$ cat config.mk
export PLATFORM = sky130hd
export DESIGN_NAME = c2_conceal
export DESIGN_NICKNAME = d
export VERILOG_FILES = /design/src/rtl/c2c_pkg.sv /design/src/rtl/cm_delay_line.sv /design/src/rtl/cm_run_detect.sv /design/src/rtl/cm_chan_fsm.sv /design/src/rtl/c2_conceal.sv
export SDC_FILE = /design/constraint.sdc
export NUM_CORES = 1
export LEC_CHECK = 0
export BUFFER_PORTS_ARGS = -buffer_cell sky130_fd_sc_hd__clkbuf_2
export CAP_MARGIN = 10
export CELL_PAD_IN_SITES_DETAIL_PLACEMENT = 1
export CELL_PAD_IN_SITES_GLOBAL_PLACEMENT = 2
export CORE_ASPECT_RATIO = 1.1
export CORE_UTILIZATION = 37
export CTS_CLUSTER_DIAMETER = 100
export DETAILED_ROUTE_END_ITERATION = 8
export GPL_TIMING_DRIVEN = 0
export MAX_ROUTING_LAYER = met4
export PLACE_DENSITY_LB_ADDON = 0.15
export SETUP_SLACK_MARGIN = 0.1
export SYNTH_ARGS = -nofsm -noshare
export SYNTH_HDL_FRONTEND = slang
export SYNTH_SLANG_ARGS = --single-unit
export TNS_END_PERCENT = 10
$ cat constraint.sdc
create_clock -name clk -period 4.6 [get_ports clk]
set_input_delay 0.23 -clock clk [delete_from_list [all_inputs] [get_ports clk]]
set_output_delay 0.23 -clock clk [all_outputs]
set_load 0.005 [all_outputs]
$ cat src/rtl/c2c_pkg.sv
package c2c_pkg;
    typedef enum logic [1:0] {
        ST_PASS   = 2'd0,
        ST_INTERP = 2'd1,
        ST_MUTE   = 2'd2
    } conceal_st_e;
endpackage

$ cat src/rtl/cm_delay_line.sv
module cm_delay_line #(
    parameter int W     = 16,
    parameter int DEPTH = 5
) (
    input  logic                      clk,
    input  logic                      rst_n,
    input  logic                      shift,
    input  logic [W-1:0]              din,
    input  logic                      fin,
    output logic [DEPTH-1:0][W-1:0]   line_data,
    output logic [DEPTH-1:0]          line_flag
);
    // index 0 is the oldest word; new words enter at DEPTH-1
    for (genvar k = 0; k < DEPTH; k++) begin : g_stage
        if (k == DEPTH - 1) begin : g_top
            always_ff @(posedge clk) begin
                if (!rst_n) begin
                    line_data[k] <= '0;
                    line_flag[k] <= 1'b0;
                end else if (shift) begin
                    line_data[k] <= din;
                    line_flag[k] <= fin;
                end
            end
        end else begin : g_mid
            always_ff @(posedge clk) begin
                if (!rst_n) begin
                    line_data[k] <= '0;
                    line_flag[k] <= 1'b0;
                end else if (shift) begin
                    line_data[k] <= line_data[k+1];
                    line_flag[k] <= line_flag[k+1];
                end
            end
        end
    end
endmodule

$ cat src/rtl/cm_run_detect.sv
module cm_run_detect #(
    parameter int DEPTH = 5,
    parameter int WIN   = 4,
    localparam int IW   = $clog2(DEPTH)
) (
    input  logic [DEPTH-1:0] flags,
    output logic             run_long,
    output logic [IW-1:0]    next_idx
);
    // a burst filling the whole window selects muting
    assign run_long = &flags[WIN-1:0];

    // nearest clean word behind the head
    always_comb begin
        next_idx = '0;
        for (int k = DEPTH - 1; k >= 1; k--) begin
            if (!flags[k]) next_idx = IW'(k);
        end
    end
endmodule

$ cat src/rtl/cm_chan_fsm.sv
module cm_chan_fsm
    import c2c_pkg::*;
#(
    parameter int W     = 16,
    parameter int DEPTH = 5,
    parameter int WIN   = 4,
    localparam int IW   = $clog2(DEPTH)
) (
    input  logic                     clk,
    input  logic                     rst_n,
    input  logic                     emit,
    input  logic [DEPTH-1:0][W-1:0]  line_data,
    input  logic [DEPTH-1:0]         line_flag,
    output logic [W-1:0]             out_data,
    output logic                     out_conceal
);
    conceal_st_e        st_q, st_d;
    logic [W-1:0]       last_good_q;
    logic               have_good_q;
    logic [W-1:0]       avg_q;
    logic [W-1:0]       res;
    logic [W-1:0]       avg_new;
    logic signed [W:0]  pair_sum;
    logic               run_long;
    logic [IW-1:0]      next_idx;
    logic [W-1:0]       head_d;
    logic               head_f;

    cm_run_detect #(.DEPTH(DEPTH), .WIN(WIN)) u_det (
        .flags    (line_flag),
        .run_long (run_long),
        .next_idx (next_idx)
    );

    assign head_d = line_data[0];
    assign head_f = line_flag[0];

    // widened sum, then arithmetic halving: floor rounding
    assign pair_sum = $signed({last_good_q[W-1], last_good_q})
                    + $signed({line_data[next_idx][W-1], line_data[next_idx]});
    assign avg_new  = pair_sum[W:1];

    always_comb begin
        st_d = st_q;
        res  = head_d;
        unique case (st_q)
            ST_PASS: begin
                if (head_f) begin
                    if (run_long || !have_good_q) begin
                        st_d = ST_MUTE;
                        res  = '0;
                    end else begin
                        st_d = ST_INTERP;
                        res  = avg_new;
                    end
                end
            end
            ST_INTERP: begin
                if (head_f) res = avg_q;
                else        st_d = ST_PASS;
            end
            ST_MUTE: begin
                if (head_f) res = '0;
                else        st_d = ST_PASS;
            end
            default: begin
                st_d = ST_PASS;
            end
        endcase
    end

    always_ff @(posedge clk) begin
        if (!rst_n)    st_q <= ST_PASS;
        else if (emit) st_q <= st_d;
    end

    always_ff @(posedge clk) begin
        if (!rst_n) begin
            out_data    <= '0;
            out_conceal <= 1'b0;
            last_good_q <= '0;
            have_good_q <= 1'b0;
            avg_q       <= '0;
        end else if (emit) begin
            out_data    <= res;
            out_conceal <= head_f;
            if (!head_f) begin
                last_good_q <= head_d;
                have_good_q <= 1'b1;
            end
            if (st_q == ST_PASS && head_f) avg_q <= avg_new;
        end
    end


    a_r1_clean_passes: assert property (@(posedge clk) disable iff (!rst_n)
        emit && !head_f |=> out_data == $past(head_d) && !out_conceal);

    a_r4_long_run_zero: assert property (@(posedge clk) disable iff (!rst_n)
        emit && head_f && run_long && st_q == ST_PASS |=> out_data == '0 && out_conceal);

    a_r5_no_history_zero: assert property (@(posedge clk) disable iff (!rst_n)
        emit && head_f && !have_good_q |=> out_data == '0);

    a_r3_interp_holds: assert property (@(posedge clk) disable iff (!rst_n)
        emit && head_f && st_q == ST_INTERP |=> out_data == $past(avg_q));
endmodule

$ cat src/rtl/c2_conceal.sv
module c2_conceal #(
    parameter int NCH   = 2,
    parameter int W     = 16,
    parameter int WIN   = 4,
    localparam int DEPTH = WIN + 1,
    localparam int FW    = $clog2(DEPTH + 1)
) (
    input  logic              clk,
    input  logic              rst_n,
    input  logic              in_valid,
    output logic              in_ready,
    input  logic [NCH*W-1:0]  in_data,
    input  logic [NCH-1:0]    in_flag,
    output logic              out_valid,
    output logic [NCH*W-1:0]  out_data,
    output logic [NCH-1:0]    out_conceal
);
    logic          rdy_q;
    logic [FW-1:0] fill_q;
    logic          acc;
    logic          emit;

    assign in_ready = rdy_q;
    assign acc      = in_valid && rdy_q;
    assign emit     = acc && (fill_q == FW'(DEPTH));

    always_ff @(posedge clk) begin
        if (!rst_n) begin
            rdy_q     <= 1'b0;
            fill_q    <= '0;
            out_valid <= 1'b0;
        end else begin
            rdy_q     <= 1'b1;
            out_valid <= emit;
            if (acc && fill_q != FW'(DEPTH)) fill_q <= fill_q + 1'b1;
        end
    end

    for (genvar c = 0; c < NCH; c++) begin : g_ch
        logic [DEPTH-1:0][W-1:0] ld;
        logic [DEPTH-1:0]        lf;

        cm_delay_line #(.W(W), .DEPTH(DEPTH)) u_line (
            .clk       (clk),
            .rst_n     (rst_n),
            .shift     (acc),
            .din       (in_data[c*W +: W]),
            .fin       (in_flag[c]),
            .line_data (ld),
            .line_flag (lf)
        );

        cm_chan_fsm #(.W(W), .DEPTH(DEPTH), .WIN(WIN)) u_fsm (
            .clk         (clk),
            .rst_n       (rst_n),
            .emit        (emit),
            .line_data   (ld),
            .line_flag   (lf),
            .out_data    (out_data[c*W +: W]),
            .out_conceal (out_conceal[c])
        );
    end

    // output only follows an accepted beat
    a_r2_out_after_accept: assert property (@(posedge clk) disable iff (!rst_n)
        out_valid |-> $past(in_valid && in_ready));
    // idle cycle yields no output next cycle
    a_r9_idle_no_output: assert property (@(posedge clk) disable iff (!rst_n)
        !in_valid |=> !out_valid);
endmodule

; Word level (Yosys, flattened, before mapping)
; Cells that the tools add are included.
[classes]
addsub = 3
magnitude_cmp = 2
eq_ne = 10
muxes = 31
n_bitwise = 2
reduce_logical = 21
[op_table]
columns = operator, count
row1 = $mux 16, 10
row2 = $bmux 16 s3, 2
row3 = $pmux 16 s3, 2
row4 = $add 16x16->17, 2
row5 = $mux 3, 8
row6 = $mux 2, 6
row7 = $lt 3x4->1 const B, 2
row8 = $ne 2x2->1 const B, 4
row9 = $pmux 2 s2, 2
row10 = $reduce_and 2->1, 4
row11 = $reduce_and 4->1, 2
row12 = $reduce_and 3->1, 2
row13 = $logic_and 1x1->1, 5
row14 = $eq 2x1->1 const B, 2
row15 = $eq 2x2->1 const B, 2
row16 = $logic_not 2->1, 2
row17 = $reduce_or 2->1, 2
row18 = $add 3x1->3 const B, 1
row19 = $eq 3x3->1 const B, 1
row20 = $ne 3x3->1 const B, 1
row21 = $logic_not 1->1, 2
row22 = $logic_or 1x1->1, 2
row23 = $not 1->1, 2
row24 = $mux 1, 1
[word_totals]
regBits = 279
inputBits = 37
output_inout_bits = 36
word_cells = 104

; Depth between registers and ports, before layout
; Gate-level depths: netlist of the first run.
[depth]
ltp_word = 10
ltp_mapped = 16
ltp_nobuf = 15

; By module
; Synthesis of the first run repeated with hierarchy kept, for this count alone.
[unflattened]
cells_unflattened = 1590
area_unflattened_um2 = 14513.9
[modules_own_cells]
columns = module, instances, cells_per_inst, area_each_um2, seq_area_each_um2
row1 = cm_delay_line, 2, 274, 3269.4, 1701.6
row2 = cm_chan_fsm (g_ch[0].u_fsm), 1, 512, 3863.7, 1041.0
row3 = cm_chan_fsm (g_ch[1].u_fsm), 1, 493, 3823.7, 1041.0
row4 = c2_conceal, 1, 23, 222.7, 100.1
row5 = cm_run_detect, 2, 7, 32.5, 0.0

; Least setup slack after synthesis of the first run
; OpenSTA, ideal clock, no wires.
[synth_path]
kind = register -> register
startpoint = reg g_ch[1].u_line.line_flag[3]
endpoint = reg g_ch[1].u_fsm.avg_q[14]
setup_ns = 0.062
arrival_ns = 3.301
t_required_ns = 4.538
setup_slack_ns = 1.237
path_stages_with_launch = 17
path_buffers = 2
period_less_slack_ns = 3.363
cell_sequence = dfxtp_1 > buf_6 > buf_1 > mux2i_1 > a21oi_1 > mux2i_1 > a21oi_1 > ha_1 > nand2_1 > o21ai_0 > nand3_1 > o311ai_4 > o21ai_2 > o21ai_4 > a221oi_4 > or4b_1 > nand3_1
[synth_via]
elab_chain_cells = 6
[synth_lines]
columns = item, line
row1 = start: declaration, cm_delay_line.sv:11  ; output logic [DEPTH-1:0] line_flag
row2 = start signal: indexed assignment, cm_delay_line.sv:32  ; line_flag[k] <= line_flag[k+1];
row3 = $mux 3 (3 in series), cm_run_detect.sv:17  ; if (!flags[k]) next_idx = IW'(k);
row4 = $bmux 16 s3, cm_chan_fsm.sv:40  ; + $signed({line_data[next_idx][W-1], line_data[next_idx]});
row5 = $mux 16 (implied by the code), cm_chan_fsm.sv:40
row6 = $add 16x16->17, cm_chan_fsm.sv:40
row7 = end signal: assignment, cm_chan_fsm.sv:91  ; if (st_q == ST_PASS && head_f) avg_q <= avg_new;
row8 = end: declaration, cm_chan_fsm.sv:20  ; logic [W-1:0] avg_q;
; No other way between the ends. The select of a mux whose other input is x is not followed.
; A chain may end at the register's enable or synchronous reset.

; Worst setup path after layout of the first run
[layout_path]
startpoint = reg g_ch[0].u_line.line_flag[3]
endpoint = reg g_ch[0].u_fsm.out_data[15]
[layout_via]
elab_chain_cells = 9
word_cells_on_any_way = 11
cone_classes = add/sub: 1 / mux: 8 / reduce/logical: 2
[layout_lines]
columns = item, line
row1 = start: declaration, cm_delay_line.sv:11
row2 = start signal: indexed assignment, cm_delay_line.sv:32
row3 = $mux 3 (3 in series), cm_run_detect.sv:17
row4 = $bmux 16 s3, cm_chan_fsm.sv:40
row5 = $mux 16 (implied by the code), cm_chan_fsm.sv:40
row6 = $add 16x16->17, cm_chan_fsm.sv:40
row7 = $mux 16 (*), cm_chan_fsm.sv:49  ; if (run_long || !have_good_q) begin
row8 = $mux 16 (*), cm_chan_fsm.sv:48  ; if (head_f) begin
row9 = $pmux 16 s3 (*), cm_chan_fsm.sv:46  ; unique case (st_q)
row10 = end signal: assignment, cm_chan_fsm.sv:85  ; out_data <= res;
row11 = end: declaration, cm_chan_fsm.sv:14  ; output logic [W-1:0] out_data,
; Mark *: on every way between the ends. The rest lies on a longest branch, timed or not. The select of a mux whose other input is x is not followed.

==> results of run 1 <==
worst min path at each step:
stage | from | to | slack [ns] | depth (start not counted)
after global routing | in_data[7] | g_ch[0].u_line.line_data[71]$_SDFFE_PN0P_ | 0.05 | 3
final | in_data[7] | g_ch[0].u_line.line_data[71]$_SDFFE_PN0P_ | 0.07 | 3
after floorplan | rst_n | in_ready$_DFF_P_ | 0.26 | 0
after detailed placement | g_ch[1].u_fsm.out_data[4]$_SDFFE_PN0P_ | g_ch[1].u_fsm.out_data[4]$_SDFFE_PN0P_ | 0.45 | 2
after global placement | g_ch[1].u_fsm.out_data[4]$_SDFFE_PN0P_ | g_ch[1].u_fsm.out_data[4]$_SDFFE_PN0P_ | 0.44 | 2
after CTS | in_data[7] | g_ch[0].u_line.line_data[71]$_SDFFE_PN0P_ | 0.04 | 3
per-stage QoR:
| stage | area [um2] | setup slack [ns] |
|---|---|---|
| 2_1_floorplan | 13790 | 1.237 |
| 3_5_place_dp | 14760 | 0.2904 |
| 5_1_grt | 16260 | 0.07800 |
| 4_1_cts | 16260 | 0.2738 |
| 6_report | 16260 | 0.3276 |
| 3_3_place_gp | 14760 | 0.3226 |
state kept, by name (all words and copies together) (netlist names):
signal and count:
g_ch.u_fsm.out_data 32, g_ch.u_fsm.avg_q 32, g_ch.u_line.line_data 160, g_ch.u_fsm.st_q 4, g_ch.u_fsm.have_good_q 2, fill_q 3, g_ch.u_line.line_flag 10, out_valid 1
in_ready 1, g_ch.u_fsm.last_good_q 32, g_ch.u_fsm.out_conceal 2
final cells by class:
class                           count  area share [%]
Tap cell                          487           3.748
Buffer                            122           3.009
Clock inverter                      7          0.5387
Inverter                           26          0.6003
Timing Repair Buffer              106           4.310
Sequential cell                   279           34.35
Multi-Input combinational cell   1295           46.84
Clock buffer                       55           6.603
power breakdown:
part,leakage (nW),total (W),internal [W],switching (W)
logic,3.04,0.000228,0.0000844,0.000144
registers,2.25,0.00246,0.00244,0.0000228
clock network,0.569,0.00279,0.00171,0.00108
total,5.86,0.00548,0.00423,0.00125
logic make-up after synthesis:
logic type | after synthesis | synth area share [%]
AOI/OAI and AO/OA | 489 | 24.90
adders and majority gates | 42 | 3.919
xor gates and xnor gates | 27 | 1.715
buffers and inverters | 149 | 4.282
muxes | 61 | 4.428
and+or+nand+nor | 676 | 20.26
DFF | 279 | 40.50
routing by layer:
layer	track usage, %	part of all wire (%)	vias up	routed length (um)
met3	3.136	3.0	115	1504
met5	-	0	-	0
met4	11.18	4.2	0	2066
met2	47.68	50	227	24820
met1	31.73	43	6157	21010
li1	-	-	6175	-
what timing repair did:
| action | 4_1_cts | 5_1_grt |
|---|---|---|
| hold endpoints to repair | 34 | 0 |
| setup endpoints to repair | 0 | 8 |
| hold buffers | 34 | 0 |
synth_stat cells (3+ instances only):
cell type  instances
nand2b_1           7
nand3_1           29
o211ai_1          11
or3_1              6
nand4_1            5
and3_1             4
ha_1              40
inv_1             26
a21boi_0         211
xnor2_1           16
a221oi_1          16
and2_1            21
a32oi_1            3
o21ai_0           67
buf_4              4
nor3_1             7
o2111ai_1          3
nand2_1          484
buf_1              6
a31oi_1            3
xor2_1            11
a22oi_1            5
o21ai_1            7
o211a_1           12
dfxtp_1          279
clkbuf_1         110
nor2b_1            8
a31o_2             3
a221o_1            6
mux2i_1           61
a21o_1            10
o21a_1             6
a21oi_1           98
nor2_1            91
critical path, stage by stage (launching register included):
cell	delay, ns
dfxtp_1	0.35
buf_4	0.23
buf_1	0.67
mux2i_1	0.26
a21oi_1	0.08
mux2i_1	0.15
a21oi_1	0.11
ha_1	0.39
nor2b_1	0.17
o21ai_1	0.18
a21boi_1	0.11
o21ai_0	0.18
o2111ai_1	0.21
a31o_2	0.33
a41oi_1	0.44
nand3_1	0.14
a31oi_1	0.19
==> metrics.md, run 1 <==
| Metric | Value |
|---|---|
| Slew Limit Fails | 0 |
| CORE AREA | 0.03644 mm2 |
| DR vias | 12670 |
| Setup violators final | 0 |
| Worst Path Arrival | 4.72 ns |
| Outcome | complete, no violations |
| Die span in x | 186.1 um |
| Total Routing Usage GR | 27.39% |
| Post-synthesis sequential area ratio | 40.50% |
| Via density per instance | 5.332 |
| Synth warnings | 0 |
| Clock Skew | 0.01183 ns |
| Min cycle time layout | 4.272 ns |
| Power Density | 337.3 mW/mm2 |
| Initial Utilization | 37.84% |
| Post-Syn Area per Cell | 8.004 um2 |
| R2r setup slk | 0.33 ns |
| Hold Path Class | input port to flop |
| Clock sink count | 279 |
| Crit path capture type | flop |
| DR iter-0 viols | 528 |
| Final Cycle Share | 92.88% |
| WL final | 49.40 mm |
| Clk buf depth | 3 |
| CTS buffer count | 35 |
| Placer Congestion | 0.8576 |
| Setup bufs post-CTS | 0 |
| Synth Net Count | 1802 |
| Final Non-Filler Cells | 2377 |
| Worst-Skew Late Latency | 0.53 ns |
| Crit path from | g_ch[0].u_line.line_flag[3]$_SDFFE_PN0P_ |
| Leading area contributor after synthesis | dfxtp_1 |
| Largest net degree at the start of global routing | 13 |
| Largest cells by area after synthesis | dfxtp_1, nand2_1, a21boi_0, mux2i_1, ha_1 |
| I/O Buffers | 72 |
| Critical Path End | g_ch[0].u_fsm.out_data[15]$_SDFFE_PN0P_ |
| Fill count | 4413 |
| Reg2reg start | g_ch[0].u_line.line_flag[3]$_SDFFE_PN0P_ |
| Ant. Diodes | 0 |
| Yosys cell types | 70 |
| Number of primary I/O pins | 73 |
| Setup TNS | 0 ns |
| Multi-input gate area | 0.007615 mm2 |
| CP Class | flop to flop |
| Full die area | 0.03805 mm2 |
| Max-Cap Viols | 0 |
| Mapped cell area | 0.01379 mm2 |
| Hold_ws | 0.06671 ns |
| DPL Wire Length | 37.34 mm |
| Layout cells sized above 1 | 7.778% |
| PostCTS Resize Cnt | 0 |
| Rows | 73 |
| Crit-path max FO | 10 |
| Worst EP required | 5.05 ns |
| DRC errors left | 0 |
| DRT Pass-1 Iters | 5 |
| H-Tree Depth | 2 |
| Die Y | 204.5 um |
| Clock transition at the registers of the reported paths | 0.06 ns |
| CTS tree | built |
| Final Hold Vio Count | 0 |
| Tot Pwr | 0.005484 W |
| Register area | 0.005585 mm2 |
| Post-Place Cells | 2282 |
| Static Leak | 5.859 nW |
| Rel. slew slack | 43.72% |
| Synthesis-to-finish area growth | 17.89% |
| Synth top area share | 40.50% |
| Synthesis-stage register bit count | 279 |
| Number of synthesized flops with an enable pin | 0 |
| Unrepaired setup endpoints after global routing | true |
| First-pass GRT wire length | 76.04 mm |
| Max Freq | 234.1 MHz |
| Grt ovf | 0 |
| Nets@finish | 1944 |
| Worst vdd ir | 0.2338 mV |
| Ys flop type | dfxtp_1 |
| Worst-margin pin slew | 0.8442 ns |
| Synth async-reset ratio | 0% |
| Most common cell after layout, fill and taps aside | nand2_1 |
| Startpoint type of the worst setup path | flop |
| CTS Root Cell | clkbuf_16 |
| Most frequent cells in the layout | nand2_1, dfxtp_1, a21boi_0 |
| Util after Layout | 44.61% |
| Initial antenna violation count | 0 |
| Cells after Synth | 1723 |
| Antenna viol nets, final | 0 |
| Vias in the first global route | 13010 |
| Routed len/inst | 20.78 um |
| Worst r2r path cells | 16 |
| Worst reg2reg path endpoint | g_ch[0].u_fsm.out_data[15]$_SDFFE_PN0P_ |
Power figures use the tool's default switching activity.
==> inputs of run 2 (changes only) <==
CORE_MARGIN = 3   (was not set)
==> metrics.md, run 2 (synthesis gave the netlist of run 1 again) <==
| Metric | Value |
|---|---|
| Outcome | complete, no violations |
| Initial antenna violation count | 0 |
| Switching power | 0.001269 W |
| Worst EP required | 5.04 ns |
| I/O Buffers | 72 |
| Worst-Skew Late Latency | 0.52 ns |
| Largest net degree at the start of global routing | 13 |
| Synthesis-to-finish area growth | 17.68% |
| Die Y | 208.5 um |
| Worst-margin pin slew | 0.8729 ns |
| Worst Path Arrival | 4.63 ns |
| Critical Path End | g_ch[0].u_fsm.out_data[13]$_SDFFE_PN0P_ |
| Crit path capture type | flop |
| Routed len/inst | 21.06 um |
| Layout cells sized above 1 | 7.900% |
| Setup violators final | 0 |
| DRC errors left | 0 |
| Setup bufs post-CTS | 0 |
| Clock transition at the registers of the reported paths | 0.06 ns |
| Slew Limit Fails | 0 |
| Clk buf depth | 3 |
| Flop pwr share | 45.2% |
| Crit path from | g_ch[0].u_line.line_flag[1]$_SDFFE_PN0P_ |
| Max-Cap Viols | 0 |
| Antenna viol nets, final | 0 |
| Nets@finish | 1944 |
| R2r setup slk | 0.41 ns |
| Full die area | 0.03963 mm2 |
| Clock power share | 50.6% |
| Rows | 73 |
| Dpl ws | 0.2842 ns |
| CP Class | flop to flop |
| CORE AREA | 0.03644 mm2 |
| Min cycle time layout | 4.188 ns |
| Util after Layout | 44.53% |
| Setup TNS | 0 ns |
| WL final | 49.99 mm |
| Setup slack after layout | 0.4121 ns |
| Clock Skew | 0.02124 ns |
| Die span in x | 190.1 um |
| Largest register by flop count | g_ch.u_line.line_data |
| DR vias | 12710 |
| Unrepaired setup endpoints after global routing | true |
| H-Tree Depth | 2 |
| Via density per instance | 5.352 |
| Rel. slew slack | 41.81% |
| DRT Pass-1 Iters | 4 |
| CTS buffer count | 35 |
| CTS Root Cell | clkbuf_16 |
| Multi-input gate area | 0.007615 mm2 |
| Register area | 0.005585 mm2 |
| Vias in the first global route | 13000 |
| Worst reg2reg path endpoint | g_ch[0].u_fsm.out_data[13]$_SDFFE_PN0P_ |
| DR iter-0 viols | 538 |
| Comb pwr share | 4.2% |
| Power Density | 335.5 mW/mm2 |
| Max Freq | 238.8 MHz |
| Worst vdd ir | 0.2597 mV |
| Total Routing Usage GR | 25.76% |
| Final Cycle Share | 91.04% |
| First-pass GRT wire length | 76.96 mm |
| Hold Path Class | input port to flop |
| Placer Congestion | 0.8572 |
| Fill count | 4467 |
| Startpoint type of the worst setup path | flop |
| Final Hold Vio Count | 0 |
| Worst r2r path cells | 14 |
| Most common cell after layout, fill and taps aside | nand2_1 |
| Clock sink count | 279 |
| Total internal power | 0.004177 W |
| Worst Hold Launch | in_data[4] |
| Initial Utilization | 37.84% |
| CTS tree | built |
| Crit-path max FO | 10 |
| Most frequent cells in the layout | nand2_1, dfxtp_1, a21boi_0 |
| Static Leak | 5.851 nW |
| Number of primary I/O pins | 73 |
| Sw frac | 23.30% |
| Largest register FFs | 160 |
| DPL Wire Length | 37.23 mm |
| Grt ovf | 0 |
| Cell count of the worst hold path | 3 |
| Reg2reg start | g_ch[0].u_line.line_flag[1]$_SDFFE_PN0P_ |
run 2: cell count changes in the layout (fill, tap and decap cells not counted):
cell | previous run | this run
clkbuf_2 | 72 | 73
clkinv_4 | 0 | 2
clkbuf_1 | 120 | 115
clkbuf_8 | 8 | 5
clkinv_2 | 4 | 6
diode_2 | 0 | 1
buf_1 | 5 | 4
run 2: worst min path at each step:
stage                                                endpoint
finish              g_ch[0].u_line.line_data[68]$_SDFFE_PN0P_
floorplan                                    in_ready$_DFF_P_
global placement                             in_ready$_DFF_P_
global route        g_ch[0].u_line.line_data[68]$_SDFFE_PN0P_
CTS                 g_ch[0].u_line.line_data[68]$_SDFFE_PN0P_
detailed placement                           in_ready$_DFF_P_
run 2: metal layers:
metal | wire length (um) | vias to the layer above | GRT usage [%]
li1 | - | 6176 | -
met1 | 21450 | 6213 | 30.18
met2 | 24930 | 217 | 45.08
met3 | 1469 | 100 | 2.831
met4 | 2144 | 0 | 9.969
met5 | 0 | - | -
run 2: power groups by stage:
stage	clock network, W	logic (W)	registers [W]
finish	0.00275	0.000230	0.00246
global route	0.00291	0.000253	0.00246
CTS	0.00281	0.000232	0.00246
detailed placement	0	0.000208	0.00252
global placement	0	0.000204	0.00252
floorplan	0	0.000121	0.00250
run 2: cell type report:
type	instances	share of cell area, %
well taps	487	3.755
diodes	1	0.01542
inverters	26	0.6013
clock inverters	11	0.7093
plain buffers	122	3.022
multi-input cells	1295	46.92
clock buffers	47	6.245
flip-flops and latches	279	34.42
repair buffers	106	4.317
run 2: critical path, stage by stage, from the launching register on:
cell and delay [ns]:
dfxtp_1 0.37, buf_2 0.33, buf_1 0.67, mux2i_1 0.26
a21oi_1 0.11, ha_1 0.39, nor2b_1 0.16, o21ai_1 0.16
a21boi_1 0.11, o21ai_0 0.18, o2111ai_1 0.22, a31o_2 0.33
a41oi_1 0.45, nand3b_1 0.19, a21oi_1 0.17
run 2: what timing repair did:
| item | 4_1_cts | 5_1_grt |
|---|---|---|
| endpoints found under the hold margin | 34 | 0 |
| hold buffers | 34 | 0 |
| resized for setup | 0 | 2 |
| endpoints found under the setup margin | 0 | 11 |
run 2: through the flow:
stage,total power [W],hold WS [ns],std cells,cell area (um2)
finish,0.005446,0.02273,2374,16230
global route,0.005631,0.02194,2373,16230
CTS,0.005502,0.002050,2374,16230
detailed placement,0.002724,0.4327,2282,14760
global placement,0.002719,0.4368,2282,14760
floorplan,0.002625,0.2577,1723,13790
